## config.mk

```make
export PLATFORM = sky130hd
export DESIGN_NAME = enc_alu
export DESIGN_NICKNAME = d
export VERILOG_FILES = /design/src/rtl/enc_alu.sv
export SDC_FILE = /design/constraint.sdc
export NUM_CORES = 1
export LEC_CHECK = 0
export ABC_AREA = 0
export CAP_MARGIN = 0
export CELL_PAD_IN_SITES_DETAIL_PLACEMENT = 1
export CELL_PAD_IN_SITES_GLOBAL_PLACEMENT = 1
export CORE_AREA = 2 2 58 60
export DETAILED_ROUTE_END_ITERATION = 8
export DIE_AREA = 0 0 60 62
export PLACE_DENSITY = 0.78
export SLEW_MARGIN = 20
export SYNTH_ARGS = -nofsm -noshare
export SYNTH_HDL_FRONTEND = slang
export SYNTH_SLANG_ARGS = --single-unit
```

## constraint.sdc

```tcl
create_clock -name vclk -period 4.5
set_clock_uncertainty 0.15 [all_clocks]
set_input_delay 0.9 -clock vclk [all_inputs]
set_output_delay 0.9 -clock vclk [all_outputs]
set_load 0.1 [all_outputs]
```

## src/rtl/enc_alu.sv

```systemverilog
module enc_alu #(
  parameter int W = 8
) (
  input  logic [W-1:0] opa,
  input  logic [W-1:0] opb,
  input  logic [4:0]   func,
  input  logic [1:0]   csel,
  input  logic         cflag,
  output logic [W-1:0] res,
  output logic         cout,
  output logic         zflag,
  output logic         nflag,
  output logic         illegal
);

  localparam logic [4:0] F_PASSA = 5'b11111;
  localparam logic [4:0] F_PASSB = 5'b11010;
  localparam logic [4:0] F_NOTA  = 5'b10000;
  localparam logic [4:0] F_ZERO  = 5'b10011;
  localparam logic [4:0] F_AND   = 5'b11011;
  localparam logic [4:0] F_OR    = 5'b11110;
  localparam logic [4:0] F_ADD   = 5'b01001;
  localparam logic [4:0] F_DBL   = 5'b01100;
  localparam logic [4:0] F_INC   = 5'b00000;
  localparam logic [4:0] F_DEC   = 5'b01111;

  logic         cin;
  logic [W-1:0] addend;
  logic [W:0]   sum;
  logic         arith;

  always_comb begin
    unique case (csel)
      2'b00:   cin = 1'b0;
      2'b01:   cin = 1'b1;
      2'b10:   cin = cflag;
      default: cin = ~cflag;
    endcase
  end

  always_comb begin
    arith  = 1'b1;
    addend = '0;
    case (func)
      F_ADD:   addend = opb;
      F_DBL:   addend = opa;
      F_INC:   addend = '0;
      F_DEC:   addend = '1;
      default: arith  = 1'b0;
    endcase
  end

  assign sum = {1'b0, opa} + {1'b0, addend} + {{W{1'b0}}, cin};

  always_comb begin
    illegal = 1'b0;
    res     = '0;
    case (func)
      F_PASSA: res = opa;
      F_PASSB: res = opb;
      F_NOTA:  res = ~opa;
      F_ZERO:  res = '0;
      F_AND:   res = opa & opb;
      F_OR:    res = opa | opb;
      F_ADD, F_DBL, F_INC, F_DEC: res = sum[W-1:0];
      default: illegal = 1'b1;
    endcase
  end

  assign cout  = arith & sum[W];
  assign zflag = (res == '0);
  assign nflag = res[W-1];

endmodule


```

After elaboration in Yosys (flattened, before gate mapping)
Index checks and enable logic that the tools add are counted. Widths: inputs -> output; s select.

Flip-flop bits (word level): 0. Bits of input ports: 24. Output and inout port bits: 12. Word-level logic and storage cells: 28.

Add/sub/neg operators: 2. Equality and inequality tests: 11. Muxes and demuxes: 5. Bitwise logic cells: 5. Reduce and logical (&&, ||, !) cells: 5.

Operator list (count): $pmux 8 s6 (1); $eq 5x5->1 const B (6); $pmux 8 s3 (1); $eq 5x4->1 const B (3); $reduce_or 10->1 (1); $add 8x8->9 (1); $add 9x1->9 (1); $and 8x8->8 (1); $logic_not 8->1 (1); $not 8->8 (1); $or 8x8->8 (1); $logic_not 5->1 (1); $reduce_or 4->1 (1); $pmux 1 s3 (1); $eq 2x1->1 const B (1); $eq 2x2->1 const B (1); $logic_not 2->1 (1); $mux 1 (2); $and 1x1->1 (1); $not 1->1 (1).

Logic depth before layout (Yosys ltp)
Depth in word-level cells: 6. Mapped depth: 17.

Worst setup path after synthesis
OpenSTA, ideal clock, no wires.

Path kind: input-to-output. Start: input func[3]. End: output zflag. Arrival time: 6371 ps. Required time: 3450 ps. Path slack: -2921 ps. Stages: 15. Buffers on the path: 1. Path through: clkbuf_2 -> nor2b_1 -> nand2_1 -> nor3_1 -> a21oi_1 -> fa_1 -> inv_1 -> fa_1 -> a21o_2 -> a21oi_1 -> nand2b_1 -> a21oi_1 -> xnor2_1 -> o221ai_1 -> nor4_2.

Cells in the longest elaborated chain, start to end: 6.

Ends and longest elaborated chain: start: declaration (RTL line 6) `input logic [4:0] func,`; $eq 5x4->1 (RTL line 44, 58); $pmux 8 s3 (RTL line 44) `case (func)`; $add 8x8->9 (RTL line 53) `assign sum = {1'b0, opa} + {1'b0, addend} + {{W{1'b0}}, cin};`; $add 9x1->9 (RTL line 53); $pmux 8 s6 * (RTL line 58) `case (func)`; net res[6] (RTL line 9) `output logic [W-1:0] res,`; $logic_not 8->1 * (RTL line 71) `assign zflag = (res == '0);`; end: declaration (RTL line 11) `output logic zflag,`.

Mark *: on every way through the listed nets, which the timed path passes. The rest lies on a longest branch.

Final worst setup path
Start: input func[3]. End: output zflag.

Cells in the longest elaborated chain, start to end: 6.

Ends and longest elaborated chain (RTL line): $eq 5x4->1 (44, 58); $pmux 8 s3 (44); $add 8x8->9 (53); $add 9x1->9 (53); $pmux 8 s6 * (58); $logic_not 8->1 * (71).

Mark *: on every way between the ends. The rest lies on a longest branch, timed or not.

==> impl_metrics.ini <==
[timing]
setup_viol = 5
slew_violations = 0
rsz0062_at_grt = true
min_period_ns = 4.81
period_share = 1.07
hold_violations = 0
worst_pin_slew_ns = 0.456
maxSlewHeadroom = 0.695
setup_slack_ns = -0.308
fmax_mhz = 208

[power]
intPower_mw = 0.124
power.switching_mw = 0.161
power_frac_seq = 0
p_comb_frac = 1.000
p_clk_frac = 0
p_per_area_nw_per_um2 = 144
ir_worst_vdd_mv = 0.0706
sw_frac_of_total = 0.566
total_power_mw = 0.284
p_leak_nw = 0.866

[floorplanning]
io_pins = 36
rows = 21
start_util = 0.253
dieArea_um2 = 3720
core_area_um2 = 3180
die_w_um = 60
dieHeight_um = 62

[global_route]
antenna_found_initial = 0
grt_pass1_wl_um = 7120
overflow = 0
first_global_vias = 1476
grt_max_degree = 11
grt.total_usage = 0.257

[critical_path]
timing.critical_path.cells = buf_6, nor2b_4, buf_4, nand4_1, nand2_2, a21oi_4, fa_2, inv_2, fa_2, a21o_4, a21oi_4, nand2b_4, a21oi_4, xnor2_2, o221ai_4, nor4_4, buf_12
cp.required_ns = 3.45
critPathMaxFanout = 3
cp-end-kind = output port
crit_family = simple AND/OR/NAND/NOR gates
cpMaxStageDelayCell = fa_2
critPathBufInv = 4
start_kind = primary input
worstSetupPathType = primary input to output port
max_stage_delay_ns = 0.36
critPathArrivalTime_ns = 3.76
critPathMostFrequentCell = a21oi_4

[placement]
gp_congestion = 0.877
post-dp-hpwl_um = 3550
port_buffers = 36
post-place-ws_ns = -0.749

[synth]
synth-simple-area-share = 0.265
synth_cell_types = 36
syn_nets = 153
synth_compound_area_frac = 0.435
synth-xor-area-share = 0.0763
synthesis.area_um2 = 803
syn_area_per_cell_um2 = 6.69
yosysTopAreaCell = ha_1
ys_seq_area_frac = 0
synth.area.top_cells = ha_1 (11%), nand2_1 (7.9%), a21oi_1 (6.9%)
yosys.area.top_type_share = 0.109
ys_warn_count = 0
synth_fa_ha_area_frac = 0.159
synth_mux_area_frac = 0.0125
syn_inst = 120
synth_top_family_by_area = compound AO/OA/AOI/OAI gates

[route]
viasPerCell = 5.27
wirelength_um = 4590
ant_nets = 0
drt_pass1_iterations = 5
drtIter0Drc = 81
wl_per_cell_um = 18.3
drc = 0
dr_total_vias = 1322

[cells_and_area]
ff_latch_area_um2 = 0
seq_cell_count = 0
area_delta_synth_final_pct = 146
final_layout_size_suffix_gt1_frac = 0.546
nNetsFinal = 240
clkbuf_count = 0
multiInputGateArea_um2 = 1000
n_antenna_cell = 0
fillers = 360

[run]
drv_cap = 0

[min_path]
hold_class = primary input to output port

[status]
violations = negative setup slack
run_status = finished with violations
-- area by class of cell --
class / instances / area share
inverter: 4 / 0.00759
multi-input combinational: 111 / 0.508
tap: 46 / 0.0291
timing repair buffer: 90 / 0.456
-- cells in the mapped netlist (all sizes together) --
cell type	count
nand3b	1
xnor2	4
mux2i	1
o21a	1
nand2	17
a22oi	7
buf	4
clkbuf	1
a21oi	13
o31ai	1
fa	2
xor2	3
o21ai	11
o211ai	1
or2b	1
nor2	13
a31oi	1
nor2b	3
nor3	2
o221ai	3
ha	7
nand2b	2
o32a	5
a311o	1
nand3	2
a21o	6
nor4	2
inv	4
nand4	1
-- power by group through the flow --
stage	logic [mW]	clock network (mW)	registers, mW
2_1_floorplan	0.148	0	0
3_5_place_dp	0.263	0	0
6_report	0.284	0	0
4_1_cts	0.277	0	0
3_3_place_gp	0.254	0	0
5_1_grt	0.297	0	0
-- repair_timing --
item,in CTS,in global routing
endpoints found under the setup margin,10,6
hold buffers,0,0
resized for setup,39,12
pin swaps,19,10
setup buffers,11,5
-- layout by cell type, fill, tap and decap left out, drive strengths merged --
| cell | count |
|---|---|
| xor2 | 3 |
| xnor2 | 4 |
| a21oi | 13 |
| o32a | 5 |
| o211ai | 1 |
| nand2 | 17 |
| a21o | 6 |
| mux2i | 1 |
| or2b | 1 |
| a311o | 1 |
| nor2b | 3 |
| nor2 | 13 |
| a31oi | 1 |
| nand3b | 1 |
| nand2b | 2 |
| o21ai | 11 |
| o21a | 1 |
| nand3 | 2 |
| dlygate4sd2 | 4 |
| nor4 | 2 |
| nor3 | 2 |
| clkdlybuf4s50 | 15 |
| a22oi | 7 |
| clkdlybuf4s15 | 2 |
| o31ai | 1 |
| buf | 69 |
| o221ai | 3 |
| fa | 2 |
| inv | 4 |
| ha | 7 |
| nand4 | 1 |
-- metal layers --
| metal | routed length [µm] | share of wire | GRT usage | vias up |
|---|---|---|---|---|
| li1 | - | - | - | 623 |
| met1 | 1740 | 0.38 | 0.290 | 665 |
| met2 | 2640 | 0.58 | 0.512 | 26 |
| met3 | 115 | 0.025 | 0.0186 | 8 |
| met4 | 92 | 0.020 | 0.0730 | 0 |
| met5 | 0 | 0 | 0 | - |
-- per-stage QoR --
step | std cells | setup TNS, ns | hold slack, ns | instance area [µm²] | util
2_1_floorplan | 120 | -2.49 | 1.97 | 967 | -
3_3_place_gp | 240 | -2.76 | 2.63 | 1760 | 0.555
3_5_place_dp | 240 | -3.98 | 2.64 | 1760 | 0.555
4_1_cts | 249 | -0.868 | 2.34 | 1920 | 0.603
5_1_grt | 251 | -1.50 | 2.38 | 1980 | 0.622
6_report | 251 | -0.902 | 2.34 | 1980 | 0.622
-- cell families after synthesis --
kind of cell / after synthesis
fa+ha+maj: 9
buf+inv: 9
compound gates: 50
simple gates: 44
xor+xnor: 7
mux: 1
-- path summary, 6_finish.rpt --
| kind | from | end | slack [ns] | cells past startpoint |
|---|---|---|---|---|
| worst max-delay path | func[3] | zflag | -0.31 | 17 |
| worst min-delay path | func[4] | illegal | 2.34 | 6 |
No activity file was read; power rests on OpenSTA's default activity.
